===== config.mk =====
export PLATFORM = sky130hd
export DESIGN_NAME = pll_feed_ctl
export DESIGN_NICKNAME = d
export VERILOG_FILES = /design/src/rtl/pll_feed_ctl.sv
export SDC_FILE = /design/constraint.sdc
export NUM_CORES = 1
export LEC_CHECK = 0
export BUFFER_PORTS_ARGS = -buffer_cell sky130_fd_sc_hd__buf_2
export CAP_MARGIN = 20
export CORE_ASPECT_RATIO = 1.5
export CORE_MARGIN = 5
export CORE_UTILIZATION = 52
export DETAILED_ROUTE_END_ITERATION = 10
export MAX_ROUTING_LAYER = met4
export PLACE_DENSITY = 0.89
export SLEW_MARGIN = 30
export SYNTH_ARGS = -nofsm -noshare
export SYNTH_HDL_FRONTEND = slang
export SYNTH_SLANG_ARGS = --single-unit

===== constraint.sdc =====
create_clock -name clk -period 3.52 [get_ports clk]
set_clock_uncertainty 0.15 [all_clocks]
set_input_delay 0.352 -clock clk [delete_from_list [all_inputs] [get_ports clk]]
set_output_delay 0.352 -clock clk [all_outputs]
set_load 0.05 [all_outputs]

===== src/rtl/pll_feed_ctl.sv =====
module pll_feed_ctl #(
  parameter int          CFG_W = 24,
  parameter logic [7:0]  KEY_A = 8'hAA,
  parameter logic [7:0]  KEY_B = 8'h55
) (
  input  logic             clk,
  input  logic             rst_n,
  input  logic             bus_sel,
  input  logic             bus_wr,
  input  logic [1:0]       bus_addr,
  input  logic [31:0]      bus_wdata,
  output logic [31:0]      bus_rdata,
  input  logic             pll_lock,
  input  logic             pwr_down,
  output logic             pll_en,
  output logic             clk_sel,
  output logic [CFG_W-1:0] pll_cfg
);
  localparam logic [1:0] IDX_CTRL = 2'd0;
  localparam logic [1:0] IDX_CFG  = 2'd1;
  localparam logic [1:0] IDX_FEED = 2'd2;
  localparam logic [1:0] IDX_STAT = 2'd3;

  logic             pend_en, pend_con, act_en, act_con, armed, sel_q;
  logic [CFG_W-1:0] pend_cfg, act_cfg;
  logic             unused_hi;

  wire do_wr   = bus_sel & bus_wr;
  wire feed_wr = do_wr & (bus_addr == IDX_FEED);
  wire key_a   = feed_wr & (bus_wdata[7:0] == KEY_A);
  wire key_b   = feed_wr & (bus_wdata[7:0] == KEY_B);
  wire commit  = armed & key_b;

  assign unused_hi = ^bus_wdata[31:8];

  always_ff @(posedge clk or negedge rst_n)
    if (!rst_n)       armed <= 1'b0;
    else if (bus_sel) armed <= !armed && key_a;

  always_ff @(posedge clk or negedge rst_n)
    if (!rst_n) begin
      pend_en  <= 1'b0;
      pend_con <= 1'b0;
      pend_cfg <= '0;
    end else if (do_wr) begin
      if (bus_addr == IDX_CTRL) begin
        pend_en  <= bus_wdata[0];
        pend_con <= bus_wdata[1];
      end
      if (bus_addr == IDX_CFG) pend_cfg <= bus_wdata[CFG_W-1:0];
    end

  always_ff @(posedge clk or negedge rst_n)
    if (!rst_n) begin
      act_en  <= 1'b0;
      act_con <= 1'b0;
      act_cfg <= '0;
      sel_q   <= 1'b0;
    end else begin
      if (pwr_down) begin
        act_en  <= 1'b0;
        act_con <= 1'b0;
      end else if (commit) begin
        act_en  <= pend_en;
        act_con <= pend_con;
      end
      if (commit) act_cfg <= pend_cfg;
      sel_q <= act_en & act_con & pll_lock & ~pwr_down;
    end

  assign pll_en  = act_en;
  assign clk_sel = sel_q;
  assign pll_cfg = act_cfg;

  always_comb begin
    bus_rdata = '0;
    case (bus_addr)
      IDX_CTRL: bus_rdata[1:0]       = {pend_con, pend_en};
      IDX_CFG:  bus_rdata[CFG_W-1:0] = pend_cfg;
      IDX_STAT: bus_rdata[3:0]       = {sel_q, pll_lock, act_con, act_en};
      default:  bus_rdata            = '0;
    endcase
  end


  pd_clears_chk: assert property (@(posedge clk) disable iff (!rst_n)
    pwr_down |=> (!pll_en && !clk_sel));


  sel_needs_lock_chk: assert property (@(posedge clk) disable iff (!rst_n)
    $rose(clk_sel) |-> $past(pll_en && pll_lock));


  sel_needs_en_chk: assert property (@(posedge clk) disable iff (!rst_n)
    clk_sel |-> $past(pll_en));


  en_rise_on_feed_chk: assert property (@(posedge clk) disable iff (!rst_n)
    $rose(pll_en) |-> $past(bus_sel && bus_wr && bus_addr == IDX_FEED &&
                            bus_wdata[7:0] == KEY_B && !pwr_down));


  cfg_change_on_feed_chk: assert property (@(posedge clk) disable iff (!rst_n)
    !$stable(pll_cfg) |-> $past(bus_sel && bus_wr && bus_addr == IDX_FEED &&
                                bus_wdata[7:0] == KEY_B));
endmodule


# Word-level counts from Yosys, hierarchy flattened
# Cells that the tools add are included.
[op_classes] eq_ne=5 n_mux=7 n_bitwise=9 n_reduce_logical=6
[ops] operator="20-bit two-way mux" n=1
[ops] operator="1-bit AND" n=8
[ops] operator="8-bit by 7-bit equality test with 1-bit output (second input constant)" n=1
[ops] operator="8-bit equality test (second input constant)" n=1
[ops] operator="2-bit one-hot mux with 3 select lines" n=1
[ops] operator="2-bit equality test (second input constant)" n=2
[ops] operator="1-bit two-way mux" n=4
[ops] operator="2-bit one-hot mux with 2 select lines" n=1
[ops] operator="2-bit AND reduction" n=2
[ops] operator="2-bit by 1-bit equality test with 1-bit output (second input constant)" n=1
[ops] operator="2-bit logical NOT" n=1
[ops] operator="2-bit nonzero test" n=1
[ops] operator="1-bit logical AND" n=1
[ops] operator="1-bit logical NOT" n=1
[ops] operator="1-bit NOT" n=1
[totals] reg_bits=54 input_bits=40 output_inout_bits=58

# Longest topological paths before layout
# Gate-level depths: netlist (run 1).
[depth] word_depth=6 ltp_mapped=6 ltp_nobuf=3

# Least setup slack after synthesis (run 1)
# Ideal clock, no wire load.
[synth_timing] kind="input to register" startpoint="input port bus_wdata[1]" endpoint="register act_cfg[10], in the netlist pll_cfg[10]" setup_ns=0.125 t_arrival_ns=1.714 required_ns=3.245 setup_slack_ns=1.531 stages=5 cell_sequence="or3b_1 or4_1 buf_6 buf_12 mux2_4"
[synth_via] elab_chain_cells=3
[synth_rtl] item="start: declaration" line="11" source="input logic [31:0] bus_wdata,"
[synth_rtl] item="8-bit by 7-bit equality test with 1-bit output" line="31" source="wire key_b = feed_wr & (bus_wdata[7:0] == KEY_B);"
[synth_rtl] item="1-bit AND" line="31"
[synth_rtl] item="1-bit AND" line="32" source="wire commit = armed & key_b;"
[synth_rtl] item="end signal: assignment" line="67" source="if (commit) act_cfg <= pend_cfg;"
[synth_rtl] item="end: declaration" line="25" source="logic [CFG_W-1:0] pend_cfg, act_cfg;"
# Every way passes these cells.
# A chain may end at the register's enable or synchronous reset.

# Worst setup path after layout (run 1)
[layout_timing] startpoint="register armed" endpoint="register act_cfg[20], in the netlist pll_cfg[20]"
[layout_via] elab_chain_cells=1
[layout_rtl] item="start: declaration" line="24" source="logic pend_en, pend_con, act_en, act_con, armed, sel_q;"
[layout_rtl] item="start signal: assignment" line="38" source="else if (bus_sel) armed <= !armed && key_a;"
[layout_rtl] item="1-bit AND" line="32"
# Every way passes these cells.

==> impl_metrics.ini, run 1 <==
[logic_synthesis]
synth_cell_types = 25
synth_area_leaders = dfrtp_1 54%, mux2_2 15%, mux2_4 12%
synth_top_cell_area_share_pct = 54.4
ys.flop_type = dfrtp_1
post-synth-top-area-cell = dfrtp_1
syn_area_um2 = 2480
syn_avg_cell_area_um2 = 14.4
ys_warn_count = 0
synth_edf_count = 0
synth.ff_latch_count = 54
syn-instance-count = 172
async_flop_share_pct = 100
yosysSeqAreaShare_pct = 54.4

[power]
leakage_nw = 1.63
ir_drop_v = 0.000246
power.density_nw_per_um2 = 445
finalPower_w = 0.00133

[job]
drv_cap = 0

[floorplan]
dieArea_um2 = 6290
die_x_um = 66.4
rows = 30
io_pins = 98
start_util_pct = 54.3
dieHeight_um = 94.7
core-area_um2 = 4580

[final_layout]
layout.nets = 296
drive_gt1_share_pct = 56.3
area_delta_synth_final_pct = 20.0
fill_cells = 381
layout_commonest_cell = buf_2
diodes = 0
most-common-layout-cells = 81 x buf_2, 54 x dfrtp_1, 32 x mux2_2

[global_route]
grt_pass1_vias = 1745
grt_antenna_before_repair = 0
grt_max_degree = 33
grt_use_total_pct = 18.0
grt_pass1_wl_um = 8360
grt_overflow_total = 0

[timing]
tightest_slew_ns = 0.624
fin_crit_sh_pct = 62.3
finalCriticalPeriod_ns = 2.19
fmax_mhz = 456
finalMaxSlewViolations = 0
rsz0062_at_grt = no
fin_ws_ns = 1.33
finalHoldViolations = 0
tns_ns = 0
relSlewSlack_pct = 58.0
setup-violations-final = 0

[routing]
wirelength_um = 5180
first_iter_violations = 99
drcViolationCount = 0
vias_per_cell = 4.99
vias = 1597
wl_per_cell_um = 16.2
drt_first_pass_iters = 4
ant_nets = 0

[cts]
clk_path_buf_depth = 2
post-cts-setup-buffers = 0
clock-sinks = 54
cts_tree = yes
cts-htree-levels = 2
worst_setup_hold_path_clk_slew_ns = 0.10
cts_made_buffers = 5
cts.root.buffer_cell = clkbuf_8
insertion_delay_ns = 0.30

[critical_path]
crit_required_ns = 3.56
cp.arrival_ns = 2.23
cp_max_fo = 17
critical_path.startpoint_type = flop
path_class = reg2reg
worst_setup_path_end_kind = flop

[outcome]
status = finished, final reports clean

[place]
numPortBuffers = 81
place_congestion = 0.733
dp_hpwl_um = 3990
place_worst_setup_slack_ns = 1.01

[min_path]
hold_path.class = in2reg
cells in the mapped netlist, types with 3 or more instances:
cell type / number
nand2b_1: 5
nor2b_1: 3
buf_4: 8
mux2_4: 20
mux2_2: 32
mux2i_1: 4
dfrtp_1: 54
and2_1: 20
clkbuf_1: 4
final timing paths:
check / from / endpoint / slack [ns] / cells after the start
setup / recovery: armed / pll_cfg[20] / 1.33 / 4
hold / removal: bus_wdata[8] / pend_cfg[8] / 0.12 / 2
setup reg to reg: armed / pll_cfg[20] / 1.33 / 4
hold reg to reg: pll_cfg[2] / pll_cfg[2] / 0.36 / 1
max in group asynchronous: rst_n / pend_cfg[18] / 2.04 / 3
min in group asynchronous: rst_n / pll_cfg[8] / 0.38 / 2
state kept, by name, indices dropped and copies added, names as in the netlist:
name	cells
pend_cfg	24
pll_cfg	24
act_con	1
armed	1
clk_sel	1
pend_con	1
pend_en	1
pll_en	1
area by class of cell:
cell class | count | area, um^2 | share of cell area [%]
Multi-Input combinational cell | 108 | 1020 | 34.1
Sequential cell | 54 | 1350 | 45.3
Timing Repair Buffer | 86 | 445 | 14.9
Clock inverter | 2 | 15.0 | 0.503
Inverter | 1 | 3.75 | 0.126
Tap cell | 64 | 80.1 | 2.68
Clock buffer | 5 | 68.8 | 2.31
power breakdown:
| group | total [W] | internal (W) | switching, W | leakage (nW) |
|---|---|---|---|---|
| logic | 0.000267 | 0.000101 | 0.000166 | 0.895 |
| registers | 0.000731 | 0.000686 | 0.0000451 | 0.703 |
| clock network | 0.000329 | 0.000136 | 0.000193 | 0.0362 |
| total | 0.00133 | 0.000923 | 0.000405 | 1.63 |
logic make-up (layout without fill, tap and decap cells):
kind of cell           count (synthesis)  in the layout  synth area share, %
DFF                                   54             54                 54.4
buffers and inverters                 17             94                 5.69
muxes                                 56             56                 28.2
other                                  1              8                0.151
AOI/OAI and AO/OA                      3              3                0.957
and+or+nand+nor                       41             41                 10.6
metal layers:
metal,vias to the layer above,wire length (um),track usage (%)
li1,743,-,-
met1,794,2030,20.1
met2,51,2830,31.2
met3,9,196,2.74
met4,0,128,8.31
met5,-,0,-
critical path: stages, from the launching register on:
cell and delay (ns):
dfrtp_1 0.38, nand2b_1 0.08, or4_1 0.80, buf_4 0.35
mux2_4 0.33
per-stage QoR:
| step | util, % | hold slack, ns | std cells | instance area, um^2 |
|---|---|---|---|---|
| after CTS | 65.1 | 0.111 | 320 | 2980 |
| after detailed placement | 63.1 | 0.201 | 312 | 2890 |
| after global routing | 65.1 | 0.115 | 320 | 2980 |
| final | 65.1 | 0.120 | 320 | 2980 |
| after floorplan | - | -0.0936 | 179 | 2510 |
| after global placement | 63.1 | 0.193 | 312 | 2890 |
what timing repair did:
action / 4_1_cts / 5_1_grt
gates resized for setup: 0 / 0
hold buffers: 1 / 0
hold endpoints to repair: 22 / 0
(Power assumes the default switching activity.)
==> inputs of run 2 (changes only) <==
Settings changed: CORE_UTILIZATION 52 to 48, PLACE_DENSITY 0.89 to 0.83.
Clock period 3.52 ns to 2.1 ns, I/O delays scaled along.
==> run 2 against run 1 <==
Against the previous run:
- maximum frequency rose by 18%
- worst hold slack got worse by 0.094 ns
- wire length rose by 6.7%
- cell area rose by 8.1%
- power rose by 73%
- flip-flop and latch count did not move
- die area rose by 7.2%
- final cell count rose by 8.8%
- register-to-register slack got worse by 1.1 ns
- first-iteration DRC count fell by 79%
- clock-buffer cell count rose by 2
==> impl_metrics.ini, run 2 (same netlist as run 1, synthesis figures left out) <==
[outcome]
status = finished, final reports clean

[min_path]
hold_path.class = in2reg

[critical_path]
r2r_setup_slack_ns = 0.25
slowest_stage = or4_1
cp.arrival_ns = 1.89
worstReg2RegStart = armed
critical_path.startpoint_type = flop
path_class = reg2reg
r2r-end = pll_cfg[14]
crit_start = armed
worst_setup_path_end_kind = flop
rr_worst_depth = 4
cp_max_fo = 16
crit_required_ns = 2.14
cp_cell_sequence = nand2b_1 -> or4_1 -> buf_4 -> mux2_4
worst_path_largest_cell_delay_ns = 0.55
endpoint = pll_cfg[14]

[timing]
fmax_mhz = 540
holdWs_ns = 0.0258
finalMaxSlewViolations = 0
setup-violations-final = 0
fin_crit_sh_pct = 88.1
tns_ns = 0
relSlewSlack_pct = 58.3
tightest_slew_ns = 0.626
finalCriticalPeriod_ns = 1.85
rsz0062_at_grt = no
finalHoldViolations = 0

[global_route]
grt_use_total_pct = 18.2
grt_overflow_total = 0
grt_max_degree = 29
grt_pass1_vias = 1877
grt_pass1_wl_um = 8990
grt_antenna_before_repair = 0

[routing]
ant_nets = 0
drcViolationCount = 0
vias_per_cell = 4.80
drt_first_pass_iters = 3
wl_per_cell_um = 15.9
wirelength_um = 5530
vias = 1669
first_iter_violations = 21

[floorplan]
dieHeight_um = 98.1
start_util_pct = 48.9
dieArea_um2 = 6750
io_pins = 98
rows = 32
core-area_um2 = 5080
die_x_um = 68.7

[place]
place_inst = 321
dp_hpwl_um = 3960
place_congestion = 0.736
numPortBuffers = 81

[final_layout]
area_delta_synth_final_pct = 29.8
most-common-layout-cells = 81 x buf_2, 54 x dfrtp_1, 32 x mux2_2
diodes = 0
layout.nets = 319
instances_no_fill = 348
layout_commonest_cell = buf_2
drive_gt1_share_pct = 53.2

[cts]
insertion_delay_ns = 0.30
clock-sinks = 54
clk_path_buf_depth = 2
post-cts-setup-buffers = 0
cts.root.buffer_cell = clkbuf_8
cts-htree-levels = 2
cts_tree = yes
worst_setup_hold_path_clk_slew_ns = 0.09
cts_made_buffers = 5

[power]
leakage_nw = 1.75
finalPower_w = 0.00230
power.density_nw_per_um2 = 712
ir_drop_v = 0.000527

[job]
drv_cap = 0
run 2: cell types whose count changed in the layout (fill, tap and decap cells not counted):
cell	previous run	this run
buf_12	0	1
dlygate4sd3_1	1	19
clkbuf_1	0	1
clkbuf_8	5	6
buf_4	4	8
clkinv_2	0	1
clkinvlp_4	2	0
run 2: where the power goes:
| part | leakage, nW | internal, W | switching [W] | total [W] |
|---|---|---|---|---|
| clock network | 0.0482 | 0.000267 | 0.000319 | 0.000586 |
| registers | 0.703 | 0.00115 | 0.0000775 | 0.00123 |
| logic | 0.998 | 0.000199 | 0.000286 | 0.000484 |
run 2: cell type report:
type	count	area, um^2
inverter	1	3.75
clock buffer	7	86.3
clock inverter	1	5.00
fill	416	1860
multi-input combinational	108	1020
tap	68	85.1
sequential	54	1350
timing repair buffer	109	676
run 2: layer usage:
layer / track usage (%) / up-vias / share of wire (%)
met5: - / - / 0
met4: 7.06 / 0 / 2.4
met3: 2.65 / 12 / 4.3
met2: 32.6 / 52 / 57
met1: 19.3 / 818 / 37
li1: - / 787 / -
run 2: worst max-delay path: cells and delay by family (launching register included):
family	cells	cell delay (ns)
simple gates	2	0.63
mux	1	0.32
buf+inv	1	0.25
flops	1	0.38
run 2: what timing repair did:
action	4_1_cts	5_1_grt
endpoints found under the setup margin	0	0
resized for setup	0	0
hold endpoints to repair	44	0
hold buffers	19	0
run 2: worst min-delay path by stage:
stage                            start     endpoint  slack, ns  depth (start not counted)
after detailed placement         rst_n      clk_sel       0.12                          1
after CTS                 bus_wdata[4]  pend_cfg[4]       0.01                          2
after floorplan                  rst_n      act_con      -0.24                          0
after global routing      bus_wdata[4]  pend_cfg[4]       0.02                          2
final                     bus_wdata[4]  pend_cfg[4]       0.03                          2
after global placement           rst_n  pend_cfg[2]       0.11                          1
run 2: metrics by stage:
step | instance area [um^2] | setup slack (ns) | util (%)
final | 3230 | 0.250 | 63.4
after global routing | 3230 | 0.141 | 63.4
after CTS | 3230 | 0.228 | 63.4
after detailed placement | 2940 | 0.0701 | 57.9
after global placement | 2940 | 0.0868 | 57.9
after floorplan | 2510 | 0.253 | -
==> inputs of run 3 (changes only) <==
Settings changed: CELL_PAD_IN_SITES_DETAIL_PLACEMENT set to 0, CELL_PAD_IN_SITES_GLOBAL_PLACEMENT set to 1, CORE_UTILIZATION 48 to 38, PLACE_DENSITY 0.83 to 0.84.
==> run 3 against run 2 <==
Against the previous run:
- die area up 23%
- wire length grew 1.4%
- clock power shrank 2%
- register-to-register slack about the same
==> impl_metrics.ini, run 3 (same netlist as run 1, synthesis figures left out) <==
[floorplan]
dieArea_um2 = 8290
io_pins = 98
core-area_um2 = 6440
rows = 36
start_util_pct = 38.6
dieHeight_um = 109
die_x_um = 76.0

[critical_path]
cp.arrival_ns = 1.89
crit_required_ns = 2.14
crit_start = armed
worstReg2RegStart = armed
rr_worst_depth = 4
r2r_setup_slack_ns = 0.25
worst_setup_path_end_kind = flop
cp_num_buf_inv = 1
cp_max_fo = 7
slowest_stage = or4_1
critical_path.top_delay_family = simple AND/OR/NAND/NOR gates
endpoint = pll_cfg[14]
worst_path_largest_cell_delay_ns = 0.60
cp_cell_sequence = nand2b_1 -> or4_1 -> buf_4 -> mux2_4
critical_path.startpoint_type = flop
path_class = reg2reg
r2r-end = pll_cfg[14]
cp.depth = 4

[outcome]
status = finished, final reports clean

[place]
place_worst_setup_slack_ns = 0.0872
place_congestion = 0.762
numPortBuffers = 81
placed_cell_area_um2 = 2970
dp_hpwl_um = 4130

[timing]
finalCriticalPeriod_ns = 1.85
fmax_mhz = 541
finalHoldViolations = 0
relSlewSlack_pct = 61.6
rsz0062_at_grt = no
finalMaxSlewViolations = 0
tns_ns = 0
fin_crit_sh_pct = 87.9
tightest_slew_ns = 0.571
setup-violations-final = 0
holdWs_ns = 0.0155
fin_ws_ns = 0.253

[power]
combPwrFrac_pct = 21.2
power_frac_seq_pct = 53.7
power_frac_clock_pct = 25.1
power.density_nw_per_um2 = 703
p_sw_w = 0.000675
ir_drop_v = 0.000321
intPower_w = 0.00160
finalPower_w = 0.00228
leakage_nw = 1.75
swShare_pct = 29.6

[cts]
cts_resized = 0
clk_path_buf_depth = 2
clock-sinks = 54
worst_setup_hold_path_clk_slew_ns = 0.09
cts-htree-levels = 2
insertion_delay_ns = 0.30
cts_tree = yes
cts.root.buffer_cell = clkbuf_8
post-cts-setup-buffers = 0
cts_made_buffers = 5

[final_layout]
layout_commonest_cell = buf_2
area_delta_synth_final_pct = 30.4
layout.nets = 319
final_cell_area_um2 = 3240
most-common-layout-cells = 81 x buf_2, 54 x dfrtp_1, 32 x mux2_2
drive_gt1_share_pct = 53.2
diodes = 0

[job]
drv_cap = 0

[routing]
wl_per_cell_um = 15.9
drt_first_pass_iters = 4
wirelength_um = 5610
drcViolationCount = 0
ant_nets = 0
vias_per_cell = 4.67
vias = 1653
first_iter_violations = 38

[global_route]
grt_use_total_pct = 14.2
grt_antenna_before_repair = 0
grt_pass1_vias = 1767
grt_pass1_wl_um = 9010
grt_max_degree = 25
grt_overflow_total = 0

[min_path]
hold_path.class = in2reg
==> run 3: cell count changes in the layout (fill, tap and decap cells not counted) <==
| cell | before | now |
|---|---|---|
| buf_12 | 1 | 2 |
| buf_4 | 8 | 7 |
| clkbuf_1 | 1 | 0 |
| clkinv_2 | 1 | 0 |
==> run 3: worst min path at each step <==
stage            startpoint          end  cells past startpoint
2_1_floorplan         rst_n      act_con                      0
3_3_place_gp          rst_n   pll_cfg[2]                      1
3_5_place_dp          rst_n  pend_cfg[3]                      1
4_1_cts        bus_wdata[5]  pend_cfg[5]                      2
5_1_grt        bus_wdata[7]  pend_cfg[7]                      2
6_report       bus_wdata[5]  pend_cfg[5]                      2
==> run 3: what timing repair did <==
| item | 4_1_cts | 5_1_grt |
|---|---|---|
| setup endpoints to repair | 0 | 0 |
| endpoints found under the hold margin | 35 | 0 |
| hold buffers | 19 | 0 |
==> run 3: power by group through the flow <==
stage / Sequential (W) / Combinational, W / Clock (W)
2_1_floorplan: 0.00122 / 0.000346 / 0
3_3_place_gp: 0.00124 / 0.000452 / 0
4_1_cts: 0.00122 / 0.000488 / 0.000606
5_1_grt: 0.00124 / 0.000518 / 0.000630
6_report: 0.00122 / 0.000482 / 0.000572
3_5_place_dp: 0.00125 / 0.000460 / 0
==> run 3: routing by layer <==
metal / GRT usage, % / up-vias / share of wire, %
li1: - / 789 / -
met1: 15.6 / 817 / 39
met2: 25.1 / 42 / 55
met3: 3.22 / 5 / 4.3
met4: 5.34 / 0 / 1.4
met5: - / - / 0
==> run 3: layout make-up <==
cell class / count / area, um^2
Sequential cell: 54 / 1350
Fill cell: 578 / 3200
Multi-Input combinational cell: 108 / 1020
Inverter: 1 / 3.75
Timing Repair Buffer: 109 / 688
Clock buffer: 6 / 82.6
Tap cell: 76 / 95.1
==> run 3: per-stage QoR <==
stage          instances  utilization [%]
3_5_place_dp         329             46.1
5_1_grt              354             50.3
2_1_floorplan        179                -
3_3_place_gp         329             46.1
6_report             354             50.3
4_1_cts              354             50.3
